### src/rtl/rla_pkg.sv
package rla_pkg;

    localparam int DATA_W = 4;
    localparam int NUM_PE = 16;
    localparam int CFG_W  = 4;

    typedef enum logic [3:0] {
        OP_ADD   = 4'd0,
        OP_ADD1  = 4'd1,
        OP_SUB   = 4'd2,
        OP_RSUB  = 4'd3,
        OP_INC   = 4'd4,
        OP_DEC   = 4'd5,
        OP_AND   = 4'd6,
        OP_OR    = 4'd7,
        OP_XOR   = 4'd8,
        OP_NAND  = 4'd9,
        OP_NOR   = 4'd10,
        OP_XNOR  = 4'd11,
        OP_PASSA = 4'd12,
        OP_PASSB = 4'd13,
        OP_NOTA  = 4'd14,
        OP_ANDN  = 4'd15
    } op_e;

    typedef enum logic [1:0] {
        Y_B    = 2'd0,
        Y_NB   = 2'd1,
        Y_ZERO = 2'd2,
        Y_ONES = 2'd3
    } ysel_e;

    // Slice controls: arithmetic path selects x/y preconditioning and carry-in,
    // logic path uses a 2-input truth table indexed by {a,b}.
    typedef struct packed {
        logic       arith;
        logic       inv_a;
        ysel_e      ysel;
        logic       cin;
        logic [3:0] tt;
    } ctl_t;

    function automatic ctl_t decode_op(input logic [3:0] code);
        ctl_t c;
        c.arith = 1'b0;
        c.inv_a = 1'b0;
        c.ysel  = Y_B;
        c.cin   = 1'b0;
        c.tt    = 4'b0000;
        case (op_e'(code))
            OP_ADD:   begin c.arith = 1'b1; end
            OP_ADD1:  begin c.arith = 1'b1; c.cin = 1'b1; end
            OP_SUB:   begin c.arith = 1'b1; c.ysel = Y_NB; c.cin = 1'b1; end
            OP_RSUB:  begin c.arith = 1'b1; c.inv_a = 1'b1; c.cin = 1'b1; end
            OP_INC:   begin c.arith = 1'b1; c.ysel = Y_ZERO; c.cin = 1'b1; end
            OP_DEC:   begin c.arith = 1'b1; c.ysel = Y_ONES; end
            OP_AND:   c.tt = 4'b1000;
            OP_OR:    c.tt = 4'b1110;
            OP_XOR:   c.tt = 4'b0110;
            OP_NAND:  c.tt = 4'b0111;
            OP_NOR:   c.tt = 4'b0001;
            OP_XNOR:  c.tt = 4'b1001;
            OP_PASSA: c.tt = 4'b1100;
            OP_PASSB: c.tt = 4'b1010;
            OP_NOTA:  c.tt = 4'b0011;
            OP_ANDN:  c.tt = 4'b0100;
            default:  c.tt = 4'b0000;
        endcase
        return c;
    endfunction

endpackage

### src/rtl/rla_slice.sv
module rla_slice
    import rla_pkg::*;
(
    input  logic a,
    input  logic b,
    input  logic ci,
    input  ctl_t ctl,
    output logic s,
    output logic co
);
    logic x;
    logic y;
    logic sum;
    logic lg;

    always_comb begin
        x = a ^ ctl.inv_a;
        case (ctl.ysel)
            Y_B:     y = b;
            Y_NB:    y = ~b;
            Y_ZERO:  y = 1'b0;
            default: y = 1'b1;
        endcase
        sum = x ^ y ^ ci;
        co  = (x & y) | (x & ci) | (y & ci);
        lg  = ctl.tt[{a, b}];
        s   = ctl.arith ? sum : lg;
    end
endmodule

### src/rtl/rla_cfg_reg.sv
module rla_cfg_reg #(
    parameter int CW = 4
) (
    input  logic          clk,
    input  logic          rst,
    input  logic          wen,
    input  logic [CW-1:0] din,
    output logic [CW-1:0] q
);
    always_ff @(posedge clk) begin
        if (rst)
            q <= '0;
        else if (wen)
            q <= din;
    end
endmodule

### src/rtl/rla_pe.sv
module rla_pe
    import rla_pkg::*;
#(
    parameter int W  = 4,
    parameter int CW = 4
) (
    input  logic          clk,
    input  logic          rst,
    input  logic          cfg_wen,
    input  logic [CW-1:0] cfg_word,
    input  logic          grant,
    input  logic [W-1:0]  a,
    input  logic [W-1:0]  b,
    output logic [W-1:0]  s_g,
    output logic          cout_g,
    output logic [CW-1:0] cfg_q
);
    ctl_t         ctl;
    logic [W:0]   carry;
    logic [W-1:0] s_raw;

    rla_cfg_reg #(.CW(CW)) cfg_i (
        .clk (clk),
        .rst (rst),
        .wen (cfg_wen),
        .din (cfg_word),
        .q   (cfg_q)
    );

    assign ctl      = decode_op(cfg_q[3:0]);
    assign carry[0] = ctl.cin;

    for (genvar i = 0; i < W; i++) begin : g_slice
        rla_slice slice_i (
            .a   (a[i]),
            .b   (b[i]),
            .ci  (carry[i]),
            .ctl (ctl),
            .s   (s_raw[i]),
            .co  (carry[i+1])
        );
    end

    // Only a granted element puts anything on the shared result lines.
    assign s_g    = grant ? s_raw : '0;
    assign cout_g = grant & ctl.arith & carry[W];
endmodule

### src/rtl/rla_merge.sv
module rla_merge #(
    parameter int N = 16,
    parameter int W = 4
) (
    input  logic [N*W-1:0] s_vec,
    input  logic [N-1:0]   c_vec,
    output logic [W-1:0]   s_out,
    output logic           c_out
);
    always_comb begin
        s_out = '0;
        for (int k = 0; k < N; k++)
            s_out = s_out | s_vec[k*W +: W];
        c_out = |c_vec;
    end
endmodule

### src/rtl/rla_array.sv
module rla_array
    import rla_pkg::*;
#(
    parameter int NUM_PE_P = NUM_PE,
    parameter int DATA_W_P = DATA_W,
    parameter int CFG_W_P  = CFG_W
) (
    input  logic                clk,
    input  logic                rst,
    input  logic [NUM_PE_P-1:0] pe_sel,
    input  logic [DATA_W_P-1:0] op_a,
    input  logic [DATA_W_P-1:0] op_b,
    input  logic [NUM_PE_P-1:0] cfg_wen,
    input  logic [CFG_W_P-1:0]  cfg_word,
    output logic [DATA_W_P-1:0] res_s,
    output logic                res_cout
);
    localparam int SV_W  = NUM_PE_P * DATA_W_P;
    localparam int CFG_T = NUM_PE_P * CFG_W_P;

    logic [SV_W-1:0]     s_vec;
    logic [NUM_PE_P-1:0] c_vec;
    logic [CFG_T-1:0]    cfg_flat;
    logic [DATA_W_P-1:0] s_bus;
    logic                c_bus;

    for (genvar k = 0; k < NUM_PE_P; k++) begin : g_pe
        rla_pe #(.W(DATA_W_P), .CW(CFG_W_P)) pe_i (
            .clk      (clk),
            .rst      (rst),
            .cfg_wen  (cfg_wen[k]),
            .cfg_word (cfg_word),
            .grant    (pe_sel[k]),
            .a        (op_a),
            .b        (op_b),
            .s_g      (s_vec[k*DATA_W_P +: DATA_W_P]),
            .cout_g   (c_vec[k]),
            .cfg_q    (cfg_flat[k*CFG_W_P +: CFG_W_P])
        );
    end

    rla_merge #(.N(NUM_PE_P), .W(DATA_W_P)) merge_i (
        .s_vec (s_vec),
        .c_vec (c_vec),
        .s_out (s_bus),
        .c_out (c_bus)
    );

    always_ff @(posedge clk) begin
        if (rst) begin
            res_s    <= '0;
            res_cout <= 1'b0;
        end else begin
            res_s    <= s_bus;
            res_cout <= c_bus;
        end
    end
endmodule

### config.mk
export PLATFORM = sky130hd
export DESIGN_NAME = rla_array
export DESIGN_NICKNAME = d
export VERILOG_FILES = /design/src/rtl/rla_pkg.sv /design/src/rtl/rla_slice.sv /design/src/rtl/rla_cfg_reg.sv /design/src/rtl/rla_pe.sv /design/src/rtl/rla_merge.sv /design/src/rtl/rla_array.sv
export SDC_FILE = /design/constraint.sdc
export NUM_CORES = 1
export LEC_CHECK = 0
export ABC_AREA = 1
export BUFFER_PORTS_ARGS = -buffer_cell sky130_fd_sc_hd__buf_4
export CORE_MARGIN = 2
export CORE_UTILIZATION = 29
export CTS_BUF_LIST = sky130_fd_sc_hd__clkbuf_4 sky130_fd_sc_hd__clkbuf_8
export DETAILED_ROUTE_END_ITERATION = 8
export SLEW_MARGIN = 20
export SYNTH_ARGS = -nofsm -noshare
export SYNTH_HDL_FRONTEND = slang
export SYNTH_SLANG_ARGS = --single-unit
### constraint.sdc
create_clock -name clk -period 3.6 [get_ports clk]
set_input_delay 0.18 -clock clk [delete_from_list [all_inputs] [get_ports clk]]
set_output_delay 0.18 -clock clk [all_outputs]
set_load 0.01 [all_outputs]
After elaboration in Yosys (flattened, before gate mapping)
Index checks and enable logic that the tools add are counted.
Storage, ports and cells
  bits in registers: 69
  output and inout bits: 5
Operators by class
  $lt $le $gt $ge: 4
  equal/unequal tests: 272
  mux-type cells: 352
  bitwise gates (word level): 563
  reductions and logical operators: 65
Operator list (number)
  $pmux 4 s10: 16
  $eq 4x4->1 const B: 128
  $eq 4x3->1 const B: 64
  $and 1x1->1: 224
  $pmux 1 s3: 64
  $xor 1x1->1: 192
  $mux 1: 176
  $bmux 1 s2: 64
  $eq 4x2->1 const B: 32
  $or 1x1->1: 128
  $pmux 2 s3: 16
  $reduce_or 6->1: 16
  $eq 4x1->1 const B: 16
  $logic_not 4->1: 16
  $mux 4: 16
  $reduce_or 4->1: 16
  $or 4x4->4: 15
  $eq 2x1->1 const B: 16
  $eq 2x2->1 const B: 16
  $logic_not 2->1: 16
  $reduce_or 16->1: 1
  $lt 2x3->1 const B: 4
  $not 1->1: 4

Logic depth before layout (Yosys ltp)
Gate-level depths: netlist of run 1.
  depth in word-level cells: 31
  depth in mapped cells: 22
  gate-level depth less buffers: 21

Modules after synthesis
From an unflattened synthesis of run 1, not the netlist that was laid out.
Unflattened totals
  cells, all modules: 2634
  area total of the unflattened synthesis: 13391.6 sq um
By module, submodules not included
  rla_slice: instances 64, cells each 22, area an instance 113.9 sq um, seq. area each 0.0 sq um
  rla_pe: instances 16, cells each 45, area an instance 182.7 sq um, seq. area each 0.0 sq um
  rla_cfg_reg: instances 16, cells each 26, area an instance 172.7 sq um, seq. area each 80.1 sq um
  rla_merge: instances 1, cells each 75, area an instance 281.5 sq um, seq. area each 0.0 sq um
  rla_array: instances 1, cells each 15, area an instance 137.6 sq um, seq. area each 100.1 sq um

Worst setup path after synthesis of run 1
No wires, ideal clock.
  kind: register to register
  from: register g_pe[11].pe_i.cfg_i.q[2]
  to: register res_s[3]
  library setup time: 111 ps
  arrival: 3285 ps
  setup slack: 203 ps
  stages on the path, launching flop included: 20
  cell sequence: dfxtp_1 > buf_4 > nor2_1 > nand3_1 > xor2_1 > fa_1 > fa_1 > fa_1 > fa_1 > inv_1 > nand2_1 > o21ai_0 > nor2_1 > nand2_1 > nor2_1 > nand2_1 > nor2_1 > nand2_1 > nor2_1 > nor2_1
Between the ends
  longest elaborated chain between the ends: 21
RTL lines
  from (decl): line rla_cfg_reg.sv:8  | output logic [CW-1:0] q
  from (signal assigned): line rla_cfg_reg.sv:14  | q <= din;
  $eq 4x3->1 or $eq 4x2->1 (tied branches): line rla_pkg.sv:50  | case (op_e'(code))
  $pmux 2 s3: line rla_pkg.sv:50
  $eq 2x2->1, or another cell as far along: line rla_slice.sv:18  | case (ctl.ysel)
  $pmux 1 s3: line rla_slice.sv:18
  $and 1x1->1: line rla_slice.sv:25  | co = (x & y) | (x & ci) | (y & ci);
  $or 1x1->1 (2 in series): line rla_slice.sv:25
  $and 1x1->1: line rla_slice.sv:25
  $or 1x1->1 (2 in series): line rla_slice.sv:25
  $and 1x1->1: line rla_slice.sv:25
  $or 1x1->1 (2 in series): line rla_slice.sv:25
  $xor 1x1->1: line rla_slice.sv:24  | sum = x ^ y ^ ci;
  $mux 1 (*): line rla_slice.sv:27  | s = ctl.arith ? sum : lg;
  $mux 4 (*): line rla_pe.sv:45  | assign s_g = grant ? s_raw : '0;
  $or 4x4->4 (*) (5 in series): line rla_merge.sv:13  | s_out = s_out | s_vec[k*W +: W];
  to (signal assigned): line rla_array.sv:54  | res_s <= s_bus;
  to (decl): line rla_array.sv:15  | output logic [DATA_W_P-1:0] res_s,
Every way passes the cells marked *; elsewhere a longest branch is shown, timed or not. The select of a mux whose other input is x is not followed.
A chain may end at the register's enable or synchronous reset.

Worst setup path in the final report of run 1
  from: register g_pe[15].pe_i.cfg_i.q[3]
  to: register res_s[3]
Between the ends
  longest elaborated chain between the ends: 17
RTL lines (line)
  from (decl): rla_cfg_reg.sv:8
  from (signal assigned): rla_cfg_reg.sv:14
  $eq 4x3->1 or $eq 4x2->1 (tied branches): rla_pkg.sv:50
  $pmux 2 s3: rla_pkg.sv:50
  $eq 2x2->1, or another cell as far along: rla_slice.sv:18
  $pmux 1 s3: rla_slice.sv:18
  $and 1x1->1: rla_slice.sv:25
  $or 1x1->1 (2 in series): rla_slice.sv:25
  $and 1x1->1: rla_slice.sv:25
  $or 1x1->1 (2 in series): rla_slice.sv:25
  $and 1x1->1: rla_slice.sv:25
  $or 1x1->1 (2 in series): rla_slice.sv:25
  $xor 1x1->1: rla_slice.sv:24
  $mux 1 (*): rla_slice.sv:27
  $mux 4 (*): rla_pe.sv:45
  $or 4x4->4 (*): rla_merge.sv:13
Marks and branches as above.

==> metrics.csv, run 1 <==
metric,value,unit
synth_edf_count,0,
grt_max_degree,46,
slew_headroom,24.5,%
cts_buffers,9,
ys_ff_latch,69,
firstDrtPassIters,7,
fin_cells,2597,
grt_pass1_wl,69300,um
yosysTopAreaCellShare,16.7,%
synthTopCellsByArea,"nand2_1 (17%), dfxtp_1 (13%), nand3_1 (12%)",
n_antenna_cell,0,
final.setup.tns,0,ns
yosysSeqAreaShare,12.5,%
cap_violations,0,
start_util,29.4,%
clock.fmax,290,MHz
cp.arrival,3.75,ns
num-nets-final,2191,
grt_pass1_vias,13000,
drc_errors,0,
syn_inst,1962,
report.final.slew_viol_count,0,
wl_per_cell,17.0,um
synth_area_leader_cell,nand2_1,
die_area,39600,um^2
antenna_found_initial,1,
gp_congestion,0.964,
drt_iter0_markers,1338,
fp.dieW,199,um
syn2layout_area_growth,21.6,%
ir_drop,0.173,mV
clock_sinks,69,
cts_buffer_depth,2,
p_leak,6.37,nW
vias,13800,
crit_required,3.90,ns
core,37600,um^2
synth_flop_cell,dfxtp_1,
final_hold_viol_count,0,
finalCritPeriodShare,95.6,%
crit_type,reg2reg,
die_h,199,um
viasPerCell,5.32,
syn_area_per_cell,5.63,um^2
drive_gt1_share,18.1,%
yosysWarnings,0,
cts_tree,done,
synth_cell_types,30,
clockRootBuffer,clkbuf_8,
ant_nets,0,
rsz0062_at_grt,yes,
powerDensity,283,nW/um^2
overflow,0,
htreeDepth,3,
cp_max_fo,3,
syn_nets,2072,
yosysMostFrequentCell,nand2_1,
path_clk_slew,0.10,ns
rows,71,
io_buffers,50,
dp_cells,2575,
ios,51,
outcome,"complete, no violations",
hold_class,in2reg,
tightestPinTransition,1.13,ns
syn-cell-area,11000,um^2
critPathLaunchType,flop,
setup_viol,0,
dp_hpwl,31700,um
grt_usage,22.4,%
wirelength,44100,um
setup.worst_path.end_class,flop,
clock_skew,0.0211,ns
fin_crit,3.44,ns
async_reset_ff_share,0,%
insertion_delay,0.41,ns
synthTopCellsByCount,"nand2_1 (491), nand3_1 (275), nor2_1 (246)",
==> where the power goes <==
part / switching [mW] / leakage (nW) / internal, mW / total [mW]
registers: 0.0730 / 0.591 / 0.821 / 0.894
clock network: 0.398 / 0.119 / 0.478 / 0.876
logic: 1.27 / 5.66 / 0.756 / 2.03
==> registers in the layout (all words and copies together), names as in the netlist <==
| name | count |
|---|---|
| res_s | 4 |
| g_pe.pe_i.cfg_i.q | 64 |
| res_cout | 1 |
==> routing by layer <==
metal | wire, um | track usage [%] | vias to the layer above
li1 | - | - | 6652
met1 | 18500 | 29.4 | 6328
met2 | 20100 | 36.4 | 704
met3 | 3860 | 3.73 | 125
met4 | 1610 | 9.15 | 2
met5 | 12 | 0 | -
==> per-stage QoR <==
step           utilization [%]  instance area (um^2)  total power, mW  hold slack [ns]  worst slack [ns]
3_3_place_gp              34.1                 12800             2.82            0.409          -0.00971
3_5_place_dp              34.1                 12800             2.84            0.406           -0.0170
6_report                  35.7                 13400             3.80            0.101             0.157
5_1_grt                   35.7                 13400             4.10            0.128           -0.0445
2_1_floorplan                -                 11000             2.18            0.252             0.203
4_1_cts                   34.8                 13100             3.74           0.0855           0.00148
==> cells in the final DEF, fill, tap and decap left out, types with 3 or more instances in the layout <==
cell / Yosys / layout
clkbuf_8: 0 / 10
nand3_1: 275 / 263
fa_1: 64 / 50
o21ai_1: 19 / 23
fa_2: 0 / 14
inv_1: 201 / 188
nor2_2: 1 / 23
nor3_1: 75 / 73
dfxtp_4: 0 / 15
inv_2: 15 / 27
nand3_2: 0 / 12
o21ai_2: 3 / 3
bufinv_16: 0 / 3
nand2_2: 15 / 24
nand2_1: 491 / 482
buf_4: 12 / 198
nand4_1: 92 / 92
o21ai_0: 107 / 103
dfxtp_1: 69 / 27
dfxtp_2: 0 / 27
buf_12: 0 / 9
clkinvlp_4: 0 / 3
xor2_1: 64 / 64
nor2_1: 246 / 222
a21oi_1: 110 / 110
==> worst paths after layout <==
kind                                 start                        to  slack, ns  cells past startpoint
setup reg to reg  g_pe[15].pe_i.cfg_i.q[3]                  res_s[3]       0.16                     18
setup / recovery  g_pe[15].pe_i.cfg_i.q[3]                  res_s[3]       0.16                     18
hold / removal                 cfg_wen[12]  g_pe[12].pe_i.cfg_i.q[1]       0.10                      3
hold reg to reg    g_pe[5].pe_i.cfg_i.q[2]   g_pe[5].pe_i.cfg_i.q[2]       0.53                      2
==> cell families (layout without fill, tap and decap cells) <==
kind of cell | count (synthesis) | in the layout | synth area share, %
AO/OA/AOI/OAI | 249 | 249 | 11.7
XOR/XNOR | 64 | 64 | 5.08
adder cells (fa/ha/maj) | 64 | 64 | 11.6
buffers and inverters | 317 | 441 | 11.8
flip-flops | 69 | 69 | 12.5
AND/OR/NAND/NOR | 1199 | 1199 | 47.3
==> repair_timing <==
item	CTS	global route
hold buffers	1	0
buffers inserted	0	5
hold endpoints to repair	1	0
pin swaps	0	7
endpoints found under the setup margin	1	3
gates resized for setup	2	136
==> critical path: stages (launching register included) <==
cell	delay, ns
dfxtp_1	0.37
nor2_2	0.16
nand2_1	0.11
xor2_1	0.17
fa_2	0.40
fa_1	0.39
fa_2	0.34
fa_1	0.48
inv_1	0.04
nand2_1	0.11
nand2_1	0.11
nor2_2	0.13
nand2_1	0.07
nor2_1	0.11
nand2_1	0.06
nor2_1	0.08
nand2_1	0.06
nor2_1	0.10
nor2_1	0.04
==> final cells by class <==
cell class,count,area (um^2)
fill,4137,24200
multi-input combinational,1576,8560
timing repair buffer,209,1690
sequential,69,1470
inverter,216,815
tap,511,639
clock buffer,10,138
clock inverter,6,110
Note: power is estimated with default switching activity, not from simulation.
==> run 2: changes to the inputs <==
Settings changed: PLACE_DENSITY from default to 0.54.
==> metrics.csv, run 2 (synthesis gave the netlist of run 1 again) <==
metric,value,unit,change
cp_num_buf_inv,2,,was 1
power.switching,1.73,mW,was 1.74 mW
antenna_found_initial,1,,unchanged
drt_iter0_markers,1331,,"was 1,338"
cts_tree,done,,unchanged
clock_sinks,69,,unchanged
core,37600,um^2,unchanged
dp_hpwl,32200,um,"was 31,700 um"
gp_congestion,0.960,,was 0.964
vias,13700,,"was 13,800"
final.setup.tns,0,ns,unchanged
combPwrFrac,54.4,%,was 53.4%
reg.largest.list,"g_pe.pe_i.cfg_i.q (64), res_s (4), res_cout (1)",,unchanged
fp.dieW,199,um,unchanged
crit_top_cell,nor2_1,,was nand2_1
wl_per_cell,17.3,um,was 17.0 um
largest_reg_flops,64,,unchanged
fin_crit,3.48,ns,was 3.44 ns
cts_buffer_depth,2,,unchanged
setup.worst_path.end_class,flop,,unchanged
overflow,0,,unchanged
crit_chain,inv_1 -> nand2_2 -> o21ai_0 -> o21ai_1 -> fa_1 -> fa_1 -> fa_2 -> fa_1 -> inv_1 -> nand4_1 -> o21ai_1 -> nor2_1 -> nand2_1 -> nor2_1 -> nand2_1 -> nor2_1 -> nand2_1 -> nor2_1 -> nor2_1,,was nor2_2 -> nand2_1 -> xor2_1 -> fa_2 -> fa_1 -> fa_2 -> fa_1 -> inv_1 -> nand2_1 -> nand2_1 -> nor2_2 -> nand2_1 -> nor2_1 -> nand2_1 -> nor2_1 -> nand2_1 -> nor2_1 -> nor2_1
start_util,29.4,%,unchanged
tightestPinTransition,1.08,ns,was 1.13 ns
clockRootBuffer,clkbuf_8,,unchanged
p_seq_share,23.9,%,was 23.6%
syn2layout_area_growth,20.4,%,was 21.6%
ant_nets,0,,unchanged
critPathLaunchType,flop,,unchanged
regArea,1440,um^2,was 1470 um^2
clock.fmax,287,MHz,was 290 MHz
drive_gt1_share,16.8,%,was 18.1%
clock_skew,0.0133,ns,was 0.0211 ns
viasPerCell,5.26,,was 5.32
setup_viol,0,,unchanged
die_area,39600,um^2,unchanged
firstDrtPassIters,6,,was 7
grt_max_degree,41,,was 46
grt_pass1_wl,69700,um,"was 69,300 um"
total_power,3.73,mW,was 3.80 mW
num-fill-cells,4145,,"was 4,137"
slowest_stage,fa_1,,unchanged
slew_headroom,27.4,%,was 24.5%
multiInputGateArea,8510,um^2,was 8560 um^2
powerDensity,281,nW/um^2,was 283 nW/um^2
switching_share,46.3,%,was 45.8%
cp_max_fo,8,,was 3
drc_errors,0,,unchanged
htreeDepth,3,,unchanged
crit_required,3.91,ns,was 3.90 ns
critical-path-top-delay-family,adder cells,,unchanged
crit_type,reg2reg,,unchanged
hold_class,in2reg,,unchanged
wirelength,45000,um,"was 44,100 um"
n_antenna_cell,0,,unchanged
rows,71,,unchanged
rsz0062_at_grt,yes,,unchanged
mostFrequentLayoutCell,nand2_1,,unchanged
report.final.slew_viol_count,0,,unchanged
cts_buffers,9,,unchanged
largest_register,g_pe.pe_i.cfg_i.q,,unchanged
grt_usage,22.8,%,was 22.4%
final_hold_viol_count,0,,unchanged
path_clk_slew,0.10,ns,about the same
cp_slowest_stage_delay,0.48,ns,about the same
die_h,199,um,unchanged
insertion_delay,0.41,ns,about the same
cp.arrival,3.79,ns,was 3.75 ns
internal_power,2.01,mW,was 2.06 mW
wl_met1,20000,um,"was 18,500 um"
num-nets-final,2192,,"was 2,191"
ir_drop,0.165,mV,was 0.173 mV
pwr-share-clk,21.8,%,was 23.1%
top_layer,met4,,was met5
ios,51,,unchanged
wl_met2,20700,um,"was 20,100 um"
p_leak,6.36,nW,was 6.37 nW
wl_met3,3200,um,was 3860 um
finalCritPeriodShare,96.7,%,was 95.6%
grt_pass1_vias,12500,,"was 13,000"
io_buffers,50,,unchanged
final_cell_mix,"nand2_1 (483), nand3_1 (268), nor2_1 (228)",,"was nand2_1 (482), nand3_1 (263), nor2_1 (222)"
hp-start,cfg_wen[4],,was cfg_wen[12]
cap_violations,0,,unchanged
rr_startpoint,g_pe[1].pe_i.cfg_i.q[0],,was g_pe[15].pe_i.cfg_i.q[3]
outcome,"complete, no violations",,unchanged
crit_start,g_pe[1].pe_i.cfg_i.q[0],,was g_pe[15].pe_i.cfg_i.q[3]
run 2: area by class of cell:
class                   instances  area share [%]
repair buffers                210            12.5
well taps                     511            4.81
clock inverters                 4           0.527
multi-input cells            1576            64.0
inverters                     216            6.10
clock buffers                  12            1.20
flip-flops and latches         69            10.8
run 2: worst paths after layout:
check                              to  slack [ns]  depth (start not counted)
max reg2reg                  res_s[3]        0.12                         19
min           g_pe[4].pe_i.cfg_i.q[2]        0.10                          3
max                          res_s[3]        0.12                         19
min reg2reg  g_pe[15].pe_i.cfg_i.q[1]        0.53                          2
run 2: per-stage QoR:
| step | worst slack (ns) | instances | cell area, um^2 | util [%] | hold WS (ns) |
|---|---|---|---|---|---|
| floorplan | 0.203 | 1962 | 11000 | - | 0.252 |
| global placement | -0.0762 | 2573 | 12800 | 34.0 | 0.410 |
| detailed placement | -0.0982 | 2573 | 12800 | 34.0 | 0.410 |
| CTS | 0.0109 | 2590 | 13000 | 34.7 | 0.0826 |
| global route | -0.0509 | 2598 | 13300 | 35.4 | 0.128 |
| finish | 0.117 | 2598 | 13300 | 35.4 | 0.102 |
run 2: power groups by stage:
stage          sequential (mW)  combinational [mW]  clock [mW]
6_report                 0.890                2.03       0.813
5_1_grt                  0.902                2.27       0.867
4_1_cts                  0.881                1.96       0.847
3_5_place_dp             0.898                1.95           0
3_3_place_gp             0.897                1.93           0
2_1_floorplan            0.874                1.30           0
run 2: worst register-to-register path: cells and delay by family, from the launching register on:
family                   cells  cell delay [ns]
AO/OA/AOI/OAI                3             0.32
AND/OR/NAND/NOR             10             0.86
adder cells (fa/ha/maj)      4             1.62
flip-flops                   1             0.39
buffers and inverters        2             0.20
run 2: per-layer routing:
metal | vias up | track usage [%]
met3 | 83 | 3.02
met4 | 0 | 6.36
met1 | 6373 | 31.3
met2 | 540 | 37.4
li1 | 6658 | -
met5 | - | 0
run 2: timing repair:
item	4_1_cts	5_1_grt
hold buffers	1	0
hold endpoints to repair	1	0
gates resized for setup	4	95
pin swaps	1	9
setup endpoints to repair	1	3
setup buffers	0	8
